--- config.mk ---
export PLATFORM = sky130hd
export DESIGN_NAME = wdog_rst_ctrl
export DESIGN_NICKNAME = d
export VERILOG_FILES = /design/src/rtl/wdog_pkg.sv /design/src/rtl/wdog_tick_gen.sv /design/src/rtl/wdog_down_counter.sv /design/src/rtl/wdog_pulse_gen.sv /design/src/rtl/wdog_rst_ctrl.sv
export SDC_FILE = /design/constraint.sdc
export NUM_CORES = 1
export LEC_CHECK = 0
export BUFFER_PORTS_ARGS = -buffer_cell sky130_fd_sc_hd__buf_2
export CAP_MARGIN = 25
export CORE_ASPECT_RATIO = 1.1
export CORE_MARGIN = 8
export CORE_UTILIZATION = 55
export CTS_BUF_LIST = sky130_fd_sc_hd__clkbuf_8
export CTS_CLUSTER_SIZE = 10
export DETAILED_ROUTE_END_ITERATION = 12
export PLACE_DENSITY = 0.89
export SYNTH_ARGS = -nofsm -noshare
export SYNTH_HDL_FRONTEND = slang
export SYNTH_SLANG_ARGS = --single-unit
--- constraint.sdc ---
create_clock -name clk_i -period 3.8 [get_ports clk_i]
set_input_delay 0.76 -clock clk_i [delete_from_list [all_inputs] [get_ports clk_i]]
set_output_delay 0.76 -clock clk_i [all_outputs]
set_load 0.05 [all_outputs]
--- src/rtl/wdog_pkg.sv ---
package wdog_pkg;
  localparam logic [7:0] UNLOCK_KEY = 8'h5A;
  localparam int OFS_CTRL = 'h1C;
  localparam int OFS_STAT = 'h20;
  localparam int OFS_CNT  = 'h24;
  localparam int CNT_W    = 20;
  localparam int STAT_W   = 11;
  localparam int CFG_LSB  = 4;
  localparam int STAT_WDOG_BIT = 5;

  typedef enum logic [1:0] {
    SEL_NONE,
    SEL_CTRL,
    SEL_STAT,
    SEL_CNT
  } reg_sel_e;
endpackage

--- src/rtl/wdog_tick_gen.sv ---
module wdog_tick_gen #(
  parameter int DIV = 1907
) (
  input  logic clk_i,
  input  logic rst_ni,
  output logic tick_o
);
  generate
    if (DIV <= 1) begin : g_passthru
      assign tick_o = 1'b1;
    end else begin : g_div
      localparam int DW = $clog2(DIV);
      localparam logic [DW-1:0] LAST = DW'(DIV - 1);
      logic [DW-1:0] div_q;

      always_ff @(posedge clk_i or negedge rst_ni) begin
        if (!rst_ni)            div_q <= '0;
        else if (div_q == LAST) div_q <= '0;
        else                    div_q <= div_q + 1'b1;
      end

      assign tick_o = (div_q == LAST);
    end
  endgenerate
endmodule

--- src/rtl/wdog_down_counter.sv ---
module wdog_down_counter #(
  parameter int W = 20
) (
  input  logic         clk_i,
  input  logic         rst_ni,
  input  logic         load_i,
  input  logic [W-1:0] load_val_i,
  input  logic         tick_i,
  output logic [W-1:0] count_o,
  output logic         zero_o
);
  logic [W-1:0] cnt_q;

  // a load wins over a tick in the same cycle; the count holds at zero
  always_ff @(posedge clk_i or negedge rst_ni) begin
    if (!rst_ni)                  cnt_q <= '0;
    else if (load_i)              cnt_q <= load_val_i;
    else if (tick_i && cnt_q != '0) cnt_q <= cnt_q - 1'b1;
  end

  assign count_o = cnt_q;
  assign zero_o  = (cnt_q == '0);
endmodule

--- src/rtl/wdog_pulse_gen.sv ---
module wdog_pulse_gen #(
  parameter int LEN = 16
) (
  input  logic clk_i,
  input  logic rst_ni,
  input  logic trig_i,
  output logic busy_o
);
  localparam int PW = $clog2(LEN + 1);
  logic [PW-1:0] left_q;

  always_ff @(posedge clk_i or negedge rst_ni) begin
    if (!rst_ni)            left_q <= '0;
    else if (trig_i)        left_q <= PW'(LEN);
    else if (left_q != '0)  left_q <= left_q - 1'b1;
  end

  assign busy_o = (left_q != '0);
endmodule

--- src/rtl/wdog_rst_ctrl.sv ---
module wdog_rst_ctrl
  import wdog_pkg::*;
#(
  parameter int ADDR_W     = 8,
  parameter int TICK_DIV   = 1907,
  parameter int RST_CYCLES = 16
) (
  input  logic              clk_i,
  input  logic              rst_ni,
  input  logic              wr_en_i,
  input  logic [ADDR_W-1:0] addr_i,
  input  logic [31:0]       wdata_i,
  output logic [31:0]       rdata_o,
  output logic              sys_rst_o
);
  reg_sel_e           sel;
  logic               key_ok;
  logic               wr_ok;
  logic [1:0]         cfg_q;
  logic [STAT_W-1:0]  stat_q;
  logic [CNT_W-1:0]   cnt_val;
  logic               cnt_zero;
  logic               tick;
  logic               pulse_busy;
  logic               fire;
  logic               unused_wbits;

  assign unused_wbits = ^wdata_i[23:20];

  always_comb begin
    if      (addr_i == ADDR_W'(OFS_CTRL)) sel = SEL_CTRL;
    else if (addr_i == ADDR_W'(OFS_STAT)) sel = SEL_STAT;
    else if (addr_i == ADDR_W'(OFS_CNT))  sel = SEL_CNT;
    else                                  sel = SEL_NONE;
  end

  assign key_ok = (wdata_i[31:24] == UNLOCK_KEY);
  assign wr_ok  = wr_en_i && key_ok;

  wdog_tick_gen #(.DIV(TICK_DIV)) u_tick (
    .clk_i  (clk_i),
    .rst_ni (rst_ni),
    .tick_o (tick)
  );

  wdog_down_counter #(.W(CNT_W)) u_cnt (
    .clk_i      (clk_i),
    .rst_ni     (rst_ni),
    .load_i     (wr_ok && sel == SEL_CNT),
    .load_val_i (wdata_i[CNT_W-1:0]),
    .tick_i     (tick),
    .count_o    (cnt_val),
    .zero_o     (cnt_zero)
  );

  // expiry: armed, count exhausted, not already pulsing
  assign fire = cfg_q[1] && cnt_zero && !pulse_busy;

  wdog_pulse_gen #(.LEN(RST_CYCLES)) u_pulse (
    .clk_i  (clk_i),
    .rst_ni (rst_ni),
    .trig_i (fire),
    .busy_o (pulse_busy)
  );

  always_ff @(posedge clk_i or negedge rst_ni) begin
    if (!rst_ni)                          cfg_q <= '0;
    else if (fire)                        cfg_q <= '0;
    else if (wr_ok && sel == SEL_CTRL)    cfg_q <= wdata_i[CFG_LSB+1:CFG_LSB];
  end

  // only power-on reset clears status; expiry ORs in the watchdog cause
  always_ff @(posedge clk_i or negedge rst_ni) begin
    if (!rst_ni) begin
      stat_q <= '0;
    end else begin
      if (wr_ok && sel == SEL_STAT) stat_q <= wdata_i[STAT_W-1:0];
      if (fire)                     stat_q[STAT_WDOG_BIT] <= 1'b1;
    end
  end

  always_comb begin
    unique case (sel)
      SEL_CTRL: rdata_o = 32'(cfg_q) << CFG_LSB;
      SEL_STAT: rdata_o = 32'(stat_q);
      SEL_CNT:  rdata_o = 32'(cnt_val);
      default:  rdata_o = '0;
    endcase
  end

  assign sys_rst_o = pulse_busy;
endmodule

==> results_dict.tcl <==
set metrics [dict create \
    syn_area_per_cell_um2 9.54 \
    postCtsSetupBuffers 0 \
    internal_power_uw 682 \
    rrSetupSlack_ps 1380 \
    grt_use_total_pct 17.1 \
    wirelength_um 6560 \
    place_congestion 0.818 \
    via_per_inst 5.77 \
    grt_use_met2_pct 31.4 \
    netlist_area_mm2 0.00281 \
    maxSlewHeadroom_pct 43.1 \
    r2r_cells 5 \
    start_util_pct 56.7 \
    setup_tns_ps 0 \
    path_cells "buf_2, or4_1, nor3_1, buf_4, a22oi_1, nand2_1, buf_2" \
    antenna_left 0 \
    total_power_uw 899 \
    ys.flop_type "dfrtp_1" \
    clkTransAtPathRegs_ps 90 \
    use_met3_pct 5.63 \
    vias 2353 \
    drv_slew 0 \
    dp_slack_ps 769 \
    crit_fanout 11 \
    busiest_layer "met2" \
    clk_latency_ps 300 \
    drt_first_iter_violations 145 \
    crit_path_frequent_cell "buf_2" \
    critPathKind "in2out" \
    finalSetupViolCount 0 \
    timing.rr.end "cfg_q[0]$_DFFE_PN0P_" \
    cts-root-buf "clkbuf_8" \
    grt_util_met1_pct 17.6 \
    grt_overflow 0 \
    dp_hpwl_um 4940 \
    p_comb_share_pct 7.6 \
    power_frac_seq_pct 58.0 \
    htree_levels 2 \
    crit_path_end_kind "primary output" \
    grt_pass1_vias 2371 \
    grt_start_max_net_pins 27 \
    fin_ws_ps 745 \
    fin_crit_sh_pct 80.4 \
    synth_edf_count 0 \
    cts_sinks 49 \
    fin_nets 397 \
    final_cell_area_mm2 0.00321 \
    die_width_um 84.2 \
    fill_cells 412 \
    grt_pass1_wl_um 11000 \
    synth_cells 295 \
    hold_viol_final 0 \
    drive_above_1_share_pct 25.1 \
    ctsResizeCount 0 \
    drc_errors 0 \
    ir_worst_vdd_v 0.000248 \
    p_leak_nw 1.45 \
    pin_count 76 \
    cts_tree "done" \
    core-area_mm2 0.00497 \
    dieArea_mm2 0.00766 \
    dr.pass1.iters 4 \
    dpl-instance-area_mm2 0.00312 \
    p_switching_uw 217 \
    fmax_mhz 327 \
    netlist-cell-type-count 42 \
    seq_area_frac_synth_pct 43.6 \
    async_flop_share_pct 100 \
    wire_per_inst_um 16.1 \
    swShare_pct 24.2 \
    max-cap-violations 0 \
    cp_slowest_cell "or4_1" \
    hp-class "in2async" \
    r2r_start "u_cnt.count_o[11]$_DFFE_PN0P_" \
    outcome "finished, final reports clean" \
    portBuffers 59 \
    hold_buffers 0 \
    fin_crit_ps 3060 \
    cp-start-kind "primary input" \
    ys_ff_latch 49 \
    grt_antenna_before_repair 0 \
    pwr-share-clk_pct 34.4 \
    cp.required_ps 3040 \
    ys_warn_count 0 \
    core.rowCount 27 \
    cp.arrival_ps 2300 \
    grt_setup_unrepaired "false" \
    diodes 0 \
    die_height_um 91.0 \
    worst_pin_slew_ps 848 \
    p_per_area_mw_per_mm2 280 \
    cts_buffers 5 \
    clock_skew_ps 5.94 \
    slowest_delay_ps 540 \
    final_core_util_pct 64.6 \
    syn2layout_area_growth_pct 14.0 \
    clock_path_buffers 2 \
]
synth_stat cells, types with 2 or more instances:
| master | instances | area (um^2) |
|---|---|---|
| a211oi_1 | 3 | 22.5 |
| nor2b_1 | 2 | 12.5 |
| o21ai_0 | 17 | 85.1 |
| a22o_1 | 9 | 78.8 |
| and3_1 | 2 | 12.5 |
| o2111ai_1 | 4 | 35.0 |
| inv_1 | 9 | 33.8 |
| o21ai_1 | 4 | 20.0 |
| nor4_1 | 10 | 62.6 |
| xnor2_1 | 19 | 166 |
| nor3_1 | 7 | 35.0 |
| and2_1 | 10 | 62.6 |
| dfrtp_1 | 49 | 1230 |
| nor3b_1 | 2 | 15.0 |
| clkbuf_1 | 11 | 41.3 |
| nand2_1 | 27 | 101 |
| or2_2 | 2 | 12.5 |
| or4_1 | 6 | 45.0 |
| nand3_1 | 8 | 40.0 |
| mux2_2 | 15 | 169 |
| buf_4 | 12 | 90.1 |
| a21oi_1 | 2 | 10.0 |
| mux2i_1 | 5 | 50.1 |
| nand4_1 | 7 | 43.8 |
| or3_1 | 6 | 37.5 |
| xor2_1 | 8 | 70.1 |
| buf_2 | 2 | 10.0 |
| ha_1 | 4 | 50.1 |
| nor2_1 | 20 | 75.1 |
worst max-delay path by stage:
stage / cells past startpoint / end / slack (ps) / startpoint
floorplan: 5 / rdata_o[5] / 800 / addr_i[1]
global placement: 7 / rdata_o[5] / 840 / addr_i[1]
detailed placement: 7 / rdata_o[5] / 770 / addr_i[1]
CTS: 6 / rdata_o[1] / 760 / addr_i[1]
global route: 6 / rdata_o[1] / 650 / addr_i[1]
finish: 7 / rdata_o[5] / 740 / addr_i[1]
cell type report:
class,count,area [um^2],area share (%)
multi-input cells,221,1440,45.0
flip-flops and latches,49,1230,38.2
repair buffers,64,345,10.8
clock buffers,6,82.6,2.57
well taps,58,72.6,2.26
inverters,9,33.8,1.05
clock inverters,1,3.75,0.117
through the flow:
stage,instances,hold slack (ps)
floorplan,306,443
global placement,400,457
detailed placement,401,470
CTS,408,457
global route,408,491
finish,408,439
worst max-delay path: cells and delay by family:
family                 cells  cell delay (ps)
and+or+nand+nor            3              820
AOI/OAI and AO/OA          1              110
buffers and inverters      3              600
routing by layer:
metal / vias to the layer above / wire length (um) / share of wire (%)
li1: 1127 / - / -
met1: 1141 / 2560 / 39
met2: 72 / 3470 / 53
met3: 13 / 412 / 6.3
met4: 0 / 115 / 1.8
met5: - / 0 / 0
power groups by stage:
stage	clock network, mW	logic [mW]	registers, mW
2_1_floorplan	0	0.0413	0.532
3_3_place_gp	0	0.0636	0.532
3_5_place_dp	0	0.0683	0.532
4_1_cts	0.315	0.0685	0.521
5_1_grt	0.339	0.0747	0.521
6_report	0.309	0.0684	0.521
registers in the layout, indices dropped and copies added, names as in the netlist:
signal              flops
stat_q                 11
u_pulse.left_q          5
u_cnt.count_o          20
u_tick.g_div.div_q     11
cfg_q                   2
cell families after synthesis:
| kind of cell | after synthesis | synth area share [%] |
|---|---|---|
| other | 1 | 0.133 |
| multiplexers | 20 | 7.78 |
| buffers and inverters | 36 | 6.76 |
| XOR/XNOR | 27 | 8.40 |
| adder cells (fa/ha/maj) | 4 | 1.78 |
| AO/OA/AOI/OAI | 44 | 10.4 |
| flip-flops | 49 | 43.6 |
| AND/OR/NAND/NOR | 114 | 21.2 |
cells in the final DEF, fill, tap and decap left out, types with 2 or more instances in the layout:
cell type   n
or2_2       2
or3_1       6
o2111ai_1   4
clkbuf_8    6
conb_1     12
and2_1     10
buf_4       4
nor3b_1     2
nand3_1     8
a21oi_1     2
mux2_2     15
nand2_1    27
o21ai_0    17
dfrtp_1    49
nor4_1     10
a22o_1      9
inv_1      10
ha_1        4
a211oi_1    3
or4_1       6
o21ai_1     4
nor2b_1     2
nor3_1      6
nand4_1     7
xor2_1      8
buf_2      59
and3_1      2
nor2_1     20
xnor2_1    19
mux2i_1     5
Note: power is estimated with default switching activity, not from simulation.
